**config.mk**
```make
export PLATFORM = sky130hd
export DESIGN_NAME = cdsr_rx
export DESIGN_NICKNAME = d
export VERILOG_FILES = /design/src/rtl/cdsr_pkg.sv /design/src/rtl/cdsr_sync.sv /design/src/rtl/cdsr_edge.sv /design/src/rtl/cdsr_deser.sv /design/src/rtl/cdsr_byte_out.sv /design/src/rtl/cdsr_rx.sv
export SDC_FILE = /design/constraint.sdc
export NUM_CORES = 1
export LEC_CHECK = 0
export BUFFER_PORTS_ARGS = -buffer_cell sky130_fd_sc_hd__buf_4
export CORE_MARGIN = 3
export CORE_UTILIZATION = 60
export CTS_CLUSTER_SIZE = 8
export DETAILED_ROUTE_END_ITERATION = 7
export GPL_TIMING_DRIVEN = 0
export PLACE_DENSITY = 0.86
export RECOVER_POWER = 50
export SYNTH_ARGS = -nofsm -noshare
export SYNTH_HDL_FRONTEND = slang
export SYNTH_SLANG_ARGS = --single-unit
```
**constraint.sdc**
```tcl
create_clock -name clk_i -period 2.52 [get_ports clk_i]
set_input_delay 0.504 -clock clk_i [delete_from_list [all_inputs] [get_ports clk_i]]
set_output_delay 0.504 -clock clk_i [all_outputs]
set_load 0.03 [all_outputs]
```
**src/rtl/cdsr_pkg.sv**
```systemverilog
package cdsr_pkg;
  localparam int unsigned WORD_W     = 16;
  localparam int unsigned BYTE_W     = 8;
  localparam int unsigned SLOT_SHORT = 24;
  localparam int unsigned SLOT_LONG  = 32;
  localparam int unsigned CNT_W      = $clog2(SLOT_LONG + 1);
  localparam int unsigned SYNC_W     = 5;

  typedef struct packed {
    logic slot32;
    logic msb_first;
    logic rear_pack;
    logic fall_edge;
  } cdsr_cfg_t;
endpackage

```
**src/rtl/cdsr_sync.sv**
```systemverilog
module cdsr_sync #(
  parameter int unsigned W      = 5,
  parameter int unsigned STAGES = 2
) (
  input  logic         clk_i,
  input  logic         rst_ni,
  input  logic [W-1:0] d_i,
  output logic [W-1:0] q_o
);
  logic [W-1:0] stg_q [STAGES];

  for (genvar s = 0; s < STAGES; s++) begin : g_stage
    always_ff @(posedge clk_i or negedge rst_ni) begin
      if (!rst_ni) stg_q[s] <= '0;
      else if (s == 0) stg_q[s] <= d_i;
      else stg_q[s] <= stg_q[(s == 0) ? 0 : s-1];
    end
  end

  assign q_o = stg_q[STAGES-1];
endmodule

```
**src/rtl/cdsr_edge.sv**
```systemverilog
module cdsr_edge (
  input  logic clk_i,
  input  logic rst_ni,
  input  logic bck_s_i,
  input  logic lrck_s_i,
  input  logic fall_sel_i,
  output logic act_edge_o,
  output logic lr_evt_o
);
  logic bck_d, lrck_d;

  always_ff @(posedge clk_i or negedge rst_ni) begin
    if (!rst_ni) begin
      bck_d  <= 1'b0;
      lrck_d <= 1'b0;
    end else begin
      bck_d  <= bck_s_i;
      lrck_d <= lrck_s_i;
    end
  end

  assign act_edge_o = fall_sel_i ? (bck_d & ~bck_s_i) : (~bck_d & bck_s_i);
  assign lr_evt_o   = lrck_d ^ lrck_s_i;
endmodule

```
**src/rtl/cdsr_deser.sv**
```systemverilog
module cdsr_deser
  import cdsr_pkg::*;
(
  input  logic              clk_i,
  input  logic              rst_ni,
  input  cdsr_cfg_t         cfg_i,
  input  logic              lr_evt_i,
  input  logic              act_edge_i,
  input  logic              sdata_i,
  input  logic              c2_i,
  output logic              done_o,
  output logic [WORD_W-1:0] word_o,
  output logic              err_o
);
  logic [CNT_W-1:0]  cnt_q, slot_len, win_lo;
  logic [WORD_W-1:0] sh_q, sh_nxt;
  logic              acc_q, acc_nxt, in_win, last_bit;

  always_comb begin
    slot_len = cfg_i.slot32 ? CNT_W'(SLOT_LONG) : CNT_W'(SLOT_SHORT);
    win_lo   = cfg_i.rear_pack ? slot_len - CNT_W'(WORD_W) : '0;
    in_win   = (cnt_q >= win_lo) && (cnt_q < win_lo + CNT_W'(WORD_W));
    last_bit = (cnt_q == win_lo + CNT_W'(WORD_W - 1));
    sh_nxt   = cfg_i.msb_first ? {sh_q[WORD_W-2:0], sdata_i}
                               : {sdata_i, sh_q[WORD_W-1:1]};
    acc_nxt  = (cnt_q == win_lo) ? c2_i : (acc_q | c2_i);
  end

  always_ff @(posedge clk_i or negedge rst_ni) begin
    if (!rst_ni) begin
      cnt_q  <= '0;
      sh_q   <= '0;
      acc_q  <= 1'b0;
      done_o <= 1'b0;
      word_o <= '0;
      err_o  <= 1'b0;
    end else begin
      done_o <= 1'b0;
      if (lr_evt_i) begin
        cnt_q <= '0;  // slot boundary; an edge in this cycle is dropped
      end else if (act_edge_i) begin
        if (cnt_q < slot_len) cnt_q <= cnt_q + 1'b1;
        if (in_win) begin
          sh_q  <= sh_nxt;
          acc_q <= acc_nxt;
          if (last_bit) begin
            done_o <= 1'b1;
            word_o <= sh_nxt;
            err_o  <= acc_nxt;
          end
        end
      end
    end
  end
endmodule

```
**src/rtl/cdsr_byte_out.sv**
```systemverilog
module cdsr_byte_out
  import cdsr_pkg::*;
(
  input  logic              clk_i,
  input  logic              rst_ni,
  input  logic              done_i,
  input  logic [WORD_W-1:0] word_i,
  input  logic              err_i,
  output logic [BYTE_W-1:0] byte_o,
  output logic              vld_o,
  output logic              last_o,
  output logic              err_o
);
  localparam int unsigned NB    = WORD_W / BYTE_W;
  localparam int unsigned REM_W = $clog2(NB + 1);

  logic [WORD_W-1:0] hold_q;
  logic [REM_W-1:0]  rem_q;

  always_ff @(posedge clk_i or negedge rst_ni) begin
    if (!rst_ni) begin
      hold_q <= '0;
      rem_q  <= '0;
      byte_o <= '0;
      vld_o  <= 1'b0;
      last_o <= 1'b0;
      err_o  <= 1'b0;
    end else if (done_i) begin
      byte_o <= word_i[BYTE_W-1:0];
      hold_q <= word_i >> BYTE_W;
      rem_q  <= REM_W'(NB - 1);
      vld_o  <= 1'b1;
      last_o <= (NB == 1);
      err_o  <= err_i;
    end else if (rem_q != '0) begin
      byte_o <= hold_q[BYTE_W-1:0];
      hold_q <= hold_q >> BYTE_W;
      rem_q  <= rem_q - 1'b1;
      vld_o  <= 1'b1;
      last_o <= (rem_q == REM_W'(1));
    end else begin
      vld_o  <= 1'b0;
      last_o <= 1'b0;
    end
  end
endmodule

```
**src/rtl/cdsr_rx.sv**
```systemverilog
module cdsr_rx
  import cdsr_pkg::*;
#(
  parameter int unsigned SYNC_STAGES = 2
) (
  input  logic             clk_i,
  input  logic             rst_ni,
  input  logic             cfg_slot32_i,
  input  logic             cfg_msb_first_i,
  input  logic             cfg_rear_pack_i,
  input  logic             cfg_fall_edge_i,
  input  logic             bck_i,
  input  logic             lrck_i,
  input  logic             sdata_i,
  input  logic             c2_i,
  input  logic             emph_i,
  output logic [BYTE_W-1:0] byte_o,
  output logic             byte_vld_o,
  output logic             byte_hi_o,
  output logic             byte_err_o,
  output logic             emph_o
);
  logic [SYNC_W-1:0] raw, syn;
  cdsr_cfg_t         cfg_q;
  logic              act_edge, lr_evt, done, err;
  logic [WORD_W-1:0] word;

  assign raw = {emph_i, c2_i, sdata_i, lrck_i, bck_i};

  cdsr_sync #(.W(SYNC_W), .STAGES(SYNC_STAGES)) u_sync (
    .clk_i(clk_i), .rst_ni(rst_ni), .d_i(raw), .q_o(syn)
  );

  cdsr_edge u_edge (
    .clk_i(clk_i), .rst_ni(rst_ni), .bck_s_i(syn[0]), .lrck_s_i(syn[1]),
    .fall_sel_i(cfg_q.fall_edge), .act_edge_o(act_edge), .lr_evt_o(lr_evt)
  );

  // format is taken only at slot boundaries
  always_ff @(posedge clk_i or negedge rst_ni) begin
    if (!rst_ni) cfg_q <= '0;
    else if (lr_evt)
      cfg_q <= '{slot32: cfg_slot32_i, msb_first: cfg_msb_first_i,
                 rear_pack: cfg_rear_pack_i, fall_edge: cfg_fall_edge_i};
  end

  cdsr_deser u_deser (
    .clk_i(clk_i), .rst_ni(rst_ni), .cfg_i(cfg_q), .lr_evt_i(lr_evt),
    .act_edge_i(act_edge), .sdata_i(syn[2]), .c2_i(syn[3]),
    .done_o(done), .word_o(word), .err_o(err)
  );

  cdsr_byte_out u_bytes (
    .clk_i(clk_i), .rst_ni(rst_ni), .done_i(done), .word_i(word), .err_i(err),
    .byte_o(byte_o), .vld_o(byte_vld_o), .last_o(byte_hi_o), .err_o(byte_err_o)
  );

  assign emph_o = syn[4];
endmodule

```
==> summary.md, run 1 <==
| Metric | Value |
|---|---|
| Post-Syn Instances | `~270` |
| Crit-path leading delay family | `simple AND/OR/NAND/NOR gates` |
| Hold Vio Cnt, Final | `0` |
| First-pass GRT wire length | `slightly above 10000 um` |
| Slowest-stage cell, CP | `dfrtp_1` |
| CP arrival | `between 2 and 3 ns` |
| Register area share after synthesis | `a little under three fifths` |
| Total wire length | `a little over 6000 um` |
| Avg WL per Cell | `about 16 um` |
| CTS resizes | `0` |
| CTS clock-pin slew for the worst setup and hold paths | `about 0.08 ns` |
| Reg area | `around 0.002 mm2` |
| Violated checks | `capacitance limit, slew limit` |
| CTS Buffer Depth | `2` |
| H-Tree Depth | `3` |
| Synth Register Bits | `78` |
| Library cells used by synthesis | `39` |
| Adder-cell area share of the yosys netlist | `between 3 and 4%` |
| Clock Latency Late Sink | `~0.35 ns` |
| Hold WS | `0.279 ns` |
| Worst path buffer plus inverter count | `1` |
| Worst-margin pin slew | `1.85 ns` |
| CP endpoint kind | `register` |
| CP max stage delay | `0.44 ns` |
| DP Worst Slack | `~0.14 ns` |
| Max cap viols | `1` |
| Vias in the first global route | `between 2000 and 2500` |
| PnR worst setup slack | `around 0.12 ns` |
| RSZ-0062 raised after global routing | `false` |
| Die height | `approximately 82 um` |
| Worst endpoint required time | `approximately 2.8 ns` |
| Yosys warns | `0` |
| Grt total ovfl | `0` |
| Filler cell count | `~370` |
| Num rows | `27` |
| Placeable Area | `approximately 0.0056 mm2` |
| Top Usage Layer GRT | `met2` |
| Residual DRC | `0` |
| Post-route ant nets | `0` |
| Final HPWL DP | `approximately 4300 um` |
| Worst Path Class, Setup | `reg -> reg` |
| Global Route Usage Sum | `20.7%` |
| Async SR Flop Fraction | `100%` |
| Largest net degree at the start of global routing | `around 80` |
| Mux contribution to synthesized area | `between 10% and 20%` |
| Die area | `0.00677 mm2` |
| Sw Share | `26.2%` |
| Via density | `5.64` |
| Critical Path Fanout Max | `10` |
| Die W | `82.3 um` |
| DRT iter0 DRCs | `96` |
| Met3 usage | `around 5%` |
| P_leak | `between 0.0015 and 0.002 uW` |
| Simple logic cell fraction of the synthesized area | `between 10% and 20%` |
| Placed instance area | `~0.0037 mm2` |
| Most common flop cell mapped by yosys | `dfrtp_1` |
| Main combinational cell family by area after synthesis | `multiplexers` |
| PwrDens | `779 mW/mm2` |
| Final Max Slew Viols | `just under 80` |
| Tcrit/Tclk final | `95.1%` |
| Clock Skew | `0.0119 ns` |
| CP startpoint kind | `register` |
| Peak supply drop | `548 uV` |
| Post-route design area | `~0.0040 mm2` |
| Switching power | `815 uW` |
| Pre-antenna DRT Iters | `4` |
| Endpoints failing setup | `0` |
| Sequential share of power | `roughly 46%` |
| Routability cong. | `around 0.8` |
| Post-CTS Setup Bufs | `0` |
| Clock share of power | `36.3%` |
| I/O pin count | `23` |
| Grt met2 use | `approximately 33%` |
| Status | `complete, but fails checks` |
| Net count after synthesis | `292` |
| ANT cells | `0` |
| Mapped Avg Cell Area | `about 13 um2` |
| Initial antenna violation count | `0` |
| Fmax | `0.417 GHz` |
| Proportion of layout cells with a drive suffix above 1 | `between 30% and 40%` |
| Area leader, netlist | `dfrtp_1` |
| Combinational power share | `around 18%` |
| Clock sink count | `78` |
| Initial Util | `62.7%` |
| Post-synth EDFFs | `0` |
| Area of the multi-input gates | `0.00144 mm2` |
| Crit-path cells | `nand2_1 -> ha_1 -> nor2b_1 -> a2111oi_2 -> nand4b_4 -> buf_12 -> mux2_4` |
| CTS tree | `built` |
| Vias | `between 2000 and 2500` |
| Slew HR | `-23.6%` |
| PortBufs | `22` |
| Root Driver | `clkbuf_8` |
| Worst Hold Class | `in -> reg` |
| Post-synthesis xor/xnor area fraction | `about 1.0%` |
| Synth area leaders | `dfrtp_1 56%, mux2_2 13%, nand2_1 4.0%` |
| Hold Buf Count CTS | `0` |
| Min Clock Period, post-route | `2.40 ns` |
| M1 GR Usage | `roughly 26%` |
| Area share of the largest cell type after synthesis | `~56%` |
| Mapped Area | `0.00349 mm2` |
| Inserted Clock Buffers | `9` |
| Final net count | `325` |
| Internal power | `between 2000 and 2500 uW` |
| Synth-to-layout area growth | `14.3%` |
| TNS Setup | `0 ns` |
| Compound-Gate Fraction of Synth Area | `about 7.3%` |
## cells by family after synthesis
kind of cell,Yosys count
xor gates and xnor gates,4
and+or+nand+nor,63
adders and majority gates,9
DFF,78
muxes,58
buffers and inverters,20
AOI/OAI and AO/OA,40
## Yosys cell counts (all sizes together), types with 2 or more instances
master,count
clkbuf,8
nand4,2
inv,9
mux2,49
o21bai,2
a21oi,6
ha,9
dfrtp,78
buf,3
nand2,37
mux2i,9
o31ai,3
nand2b,2
nor2,5
o21ai,20
nor2b,4
or4,3
nand3,2
o21a,2
xor2,3
## flip-flops by register name, summed over array words and instances (netlist names), 2 cells and up
signal / cells
u_deser.sh_q: 16
u_deser.word_o: 16
u_bytes.byte_o: 8
u_bytes.hold_q: 8
u_deser.cnt_q: 6
u_sync.q_o: 5
u_sync.stg_q: 5
cfg_q: 4
u_bytes.rem_q: 2
## power by group through the flow
stage / Combinational (uW) / Clock, uW / Sequential (uW)
2_1_floorplan: 387 / 0 / 1470
4_1_cts: 555 / 1160 / 1430
3_3_place_gp: 529 / 0 / 1450
5_1_grt: 603 / 1210 / 1450
3_5_place_dp: 545 / 0 / 1460
6_report: 547 / 1130 / 1430
## cells in the final DEF, fill, tap and decap left out, drive strengths merged, types with 2 or more instances in the layout
| cell | count |
|---|---|
| ha | 9 |
| xor2 | 3 |
| nand3 | 2 |
| o21ai | 20 |
| clkinv | 3 |
| dfrtp | 78 |
| nor2b | 4 |
| o31ai | 3 |
| a21oi | 6 |
| buf | 19 |
| nor2 | 5 |
| nand2 | 37 |
| nand2b | 2 |
| inv | 9 |
| o21bai | 2 |
| o21a | 2 |
| or4 | 3 |
| nand4 | 2 |
| clkbuf | 24 |
| mux2i | 9 |
| bufinv | 3 |
| mux2 | 49 |
## path summary, 6_finish.rpt
kind | to | startpoint | slack, ns | cells after the start
min in group asynchronous | u_bytes.rem_q[1] | rst_ni | 0.65 | 1
worst max-delay path | u_deser.word_o[14] | cfg_q[3] | 0.12 | 7
max in group asynchronous | u_edge.lrck_d | rst_ni | 0.77 | 1
worst min-delay path | u_sync.stg_q[5] | bck_i | 0.28 | 1
worst max register to register | u_deser.word_o[14] | cfg_q[3] | 0.12 | 7
worst min register to register | u_sync.q_o[1] | u_sync.stg_q[6] | 0.35 | 0
## metrics by stage
step,utilization (%),power (uW),std cells
after floorplan,-,1850,272
after global routing,71.6,3260,382
after CTS,71.7,3150,382
final,71.6,3110,382
after global placement,67.3,1980,366
after detailed placement,67.3,2000,366
## per-layer routing
metal,vias up,routed length (um)
li1,1020,-
met1,1080,2760
met2,39,3020
met3,15,217
met4,0,172
met5,-,0
## area by class of cell
class                           instances  share of cell area, %
Buffer                                 11                   1.75
Clock buffer                           10                   3.45
Clock inverter                          6                   2.73
Inverter                                9                  0.846
Multi-Input combinational cell        174                   36.0
Sequential cell                        78                   48.9
Tap cell                               72                   2.26
Timing Repair Buffer                   22                   4.07
No activity file was read; power rests on OpenSTA's default activity.
==> run 2, diff against run 1 <==
Settings changed: ABC_AREA set to 1.
==> summary.md, run 2 <==
| Metric | Value |
|---|---|
| Vias | `~2800` |
| Initial antenna violation count | `0` |
| Inserted Clock Buffers | `9` |
| Clock Skew | `~0.0094 ns` |
| Hold Vio Cnt, Final | `0` |
| H-Tree Depth | `3` |
| Synth Register Bits | `78` |
| Final HPWL DP | `~5000 um` |
| Synth area leaders | `dfrtp_1 54%, nand2_1 17%, inv_1 4.6%` |
| Internal power | `about 2200 uW` |
| Worst path depth | `11` |
| CTS clock-pin slew for the worst setup and hold paths | `0.07 ns` |
| Largest net degree at the start of global routing | `79` |
| Net count after synthesis | `between 400 and 500` |
| Residual DRC | `0` |
| Dpl cells | `roughly 530` |
| Worst endpoint required time | `around 2.8 ns` |
| Final net count | `slightly below 500` |
| Die W | `about 84 um` |
| Num rows | `27` |
| Crit-path leading delay family | `simple AND/OR/NAND/NOR gates` |
| Post-CTS Setup Bufs | `0` |
| CP startpoint kind | `register` |
| Worst Path Class, Setup | `reg -> reg` |
| Proportion of layout cells with a drive suffix above 1 | `~15%` |
| Peak supply drop | `roughly 560 uV` |
| Clock sink count | `78` |
| Most frequent cell after synthesis | `nand2_1` |
| Yosys warns | `0` |
| CP arrival | `between 2 and 2.5 ns` |
| Non-Filler Instances | `540` |
| I/O pin count | `23` |
| CTS resizes | `0` |
| CTS tree | `built` |
| Worst-margin pin slew | `roughly 1.9 ns` |
| Total wire length | `around 7300 um` |
| R2R depth | `11` |
| Post-synthesis xor/xnor area fraction | `0.482%` |
| Filler cell count | `just under 400` |
| Pre-antenna DRT Iters | `4` |
| PortBufs | `22` |
| Status | `complete, but fails checks` |
| Switching power | `~900 uW` |
| Initial Util | `between 60 and 70%` |
| Mux contribution to synthesized area | `0%` |
| CTS Buffer Depth | `2` |
| Hold Buf Count CTS | `0` |
| Placeable Area | `between 0.005 and 0.006 mm2` |
| Worst Hold Class | `in -> reg` |
| CP max stage delay | `between 0.4 and 0.5 ns` |
| Post-Syn Instances | `roughly 430` |
| Tcrit/Tclk final | `76.8%` |
| Library cells used by synthesis | `29` |
| Crit-path cells | `nand2_1 -> ha_1 -> inv_1 -> nand2_1 -> nor2_1 -> nor2_1 -> nand3_4 -> nor2_8 -> buf_12 -> nand2_1 -> nand2_1` |
| Top Registers | `u_deser.sh_q (16), u_deser.word_o (16)` |
| Area of the multi-input gates | `roughly 0.0014 mm2` |
| Mapped Area | `between 0.003 and 0.004 mm2` |
| Worst path buffer plus inverter count | `2` |
| Min Clock Period, post-route | `a little under 2 ns` |
| RSZ-0062 raised after global routing | `false` |
| Die height | `83.9 um` |
| Commonest cells post-synth | `169 x nand2_1, 78 x dfrtp_1, 45 x inv_1, 25 x o21ai_1, 23 x nor2_1` |
| P_leak | `approximately 0.0022 uW` |
| Most frequent cell on the critical path | `nand2_1` |
| Post-route ant nets | `0` |
| Post-route design area | `roughly 0.0041 mm2` |
| DRT iter0 DRCs | `268` |
| Synth-to-layout area growth | `13.1%` |
| Simple logic cell fraction of the synthesized area | `between 20% and 30%` |
| Main combinational cell family by area after synthesis | `simple AND/OR/NAND/NOR gates` |
| PwrDens | `approximately 750 mW/mm2` |
| Global Route Usage Sum | `around 23%` |
| Avg WL per Cell | `around 14 um` |
| Final Max Slew Viols | `79` |
| Root Driver | `clkbuf_8` |
| Hold path depth | `1` |
| Die area | `roughly 0.007 mm2` |
| Commonest non-fill, non-tap cell in the layout | `nand2_1` |
| Slowest-stage cell, CP | `dfrtp_1` |
| Placed instance area | `approximately 0.0039 mm2` |
| Via density | `between 5 and 6` |
| Post-synth EDFFs | `0` |
| Async SR Flop Fraction | `100%` |
| Register area share after synthesis | `53.7%` |
| Fmax | `a little over 0.5 GHz` |
| Clock Latency Late Sink | `about 0.35 ns` |
| Clock share of power | `approximately a third` |
| Grt total ovfl | `0` |
| Violated checks | `capacitance limit, slew limit` |
| Total power | `around 3100 uW` |
| CP endpoint kind | `register` |
| Combinational power share | `around a fifth` |
| Slew HR | `-25.4%` |
| Routability cong. | `0.827` |
| Sequential share of power | `between 40% and 50%` |
| Area share of the largest cell type after synthesis | `a little over half` |
| Reg area | `around 0.0020 mm2` |
| ANT cells | `0` |
| Sw Share | `between 20 and 30%` |
| Area leader, netlist | `dfrtp_1` |
| TNS Setup | `0 ns` |
| Most common flop cell mapped by yosys | `dfrtp_1` |
| Adder-cell area share of the yosys netlist | `slightly above 3%` |
| First-pass GRT wire length | `12800 um` |
| Compound-Gate Fraction of Synth Area | `under 10%` |
| Max cap viols | `1` |
| Most frequent cells in the layout | `169 x nand2_1, 78 x dfrtp_1, 45 x inv_1` |
| Mapped Avg Cell Area | `8.44 um2` |
| Endpoints failing setup | `0` |
| Vias in the first global route | `~2700` |
| Critical Path Fanout Max | `10` |
-- run 2: cell types whose count changed after synthesis, sizes merged, moves of 13 or more --
cell / before / now
inv: 9 / 52
mux2: 49 / 0
nand2: 37 / 178
nand3: 2 / 15
nor2: 5 / 26
o21ai: 20 / 42
-- run 2: cells by family after synthesis --
family | after synthesis
AOI/OAI and AO/OA | 55
and+or+nand+nor | 221
DFF | 78
adders and majority gates | 9
buffers and inverters | 66
xor gates and xnor gates | 2
-- run 2: final cells by class --
| cell class | instances | area share [%] |
|---|---|---|
| buffer | 12 | 2.10 |
| clock buffer | 12 | 3.77 |
| inverter | 54 | 4.96 |
| tap | 72 | 2.19 |
| clock inverter | 3 | 1.64 |
| timing repair buffer | 22 | 3.95 |
| multi-input combinational | 287 | 33.9 |
| sequential | 78 | 47.5 |
-- run 2: path summary, 6_finish.rpt --
kind	from	to	slack, ns
min in group asynchronous	rst_ni	u_deser.cnt_q[2]	0.66
max reg2reg	cfg_q[3]	u_deser.word_o[13]	0.59
max	cfg_q[3]	u_deser.word_o[13]	0.59
min reg2reg	u_sync.stg_q[8]	u_sync.q_o[3]	0.35
max in group asynchronous	rst_ni	cfg_q[0]	0.73
min	emph_i	u_sync.stg_q[9]	0.28
-- run 2: layer usage --
metal / vias up / global-route usage, % / part of all wire [%]
met5: - / 0 / 0
met4: 0 / 7.16 / 1.5
met1: 1307 / 28.6 / 44
met2: 69 / 38.7 / 50
li1: 1390 / - / -
met3: 8 / 6.71 / 4.7
-- run 2: power by group through the flow --
stage	registers [uW]	logic [uW]	clock network, uW
2_1_floorplan	1490	397	0
3_3_place_gp	1470	554	0
3_5_place_dp	1480	588	0
4_1_cts	1460	599	1060
5_1_grt	1480	682	1110
6_report	1460	594	1040
-- run 2: stage by stage --
stage | hold slack [ns] | utilization, % | setup slack [ns]
6_report | 0.279 | 72.5 | 0.586
5_1_grt | 0.258 | 72.5 | 0.368
4_1_cts | 0.242 | 72.5 | 0.575
3_5_place_dp | 0.335 | 68.6 | 0.631
3_3_place_gp | 0.333 | 68.6 | 0.718
2_1_floorplan | 0.208 | - | 0.856
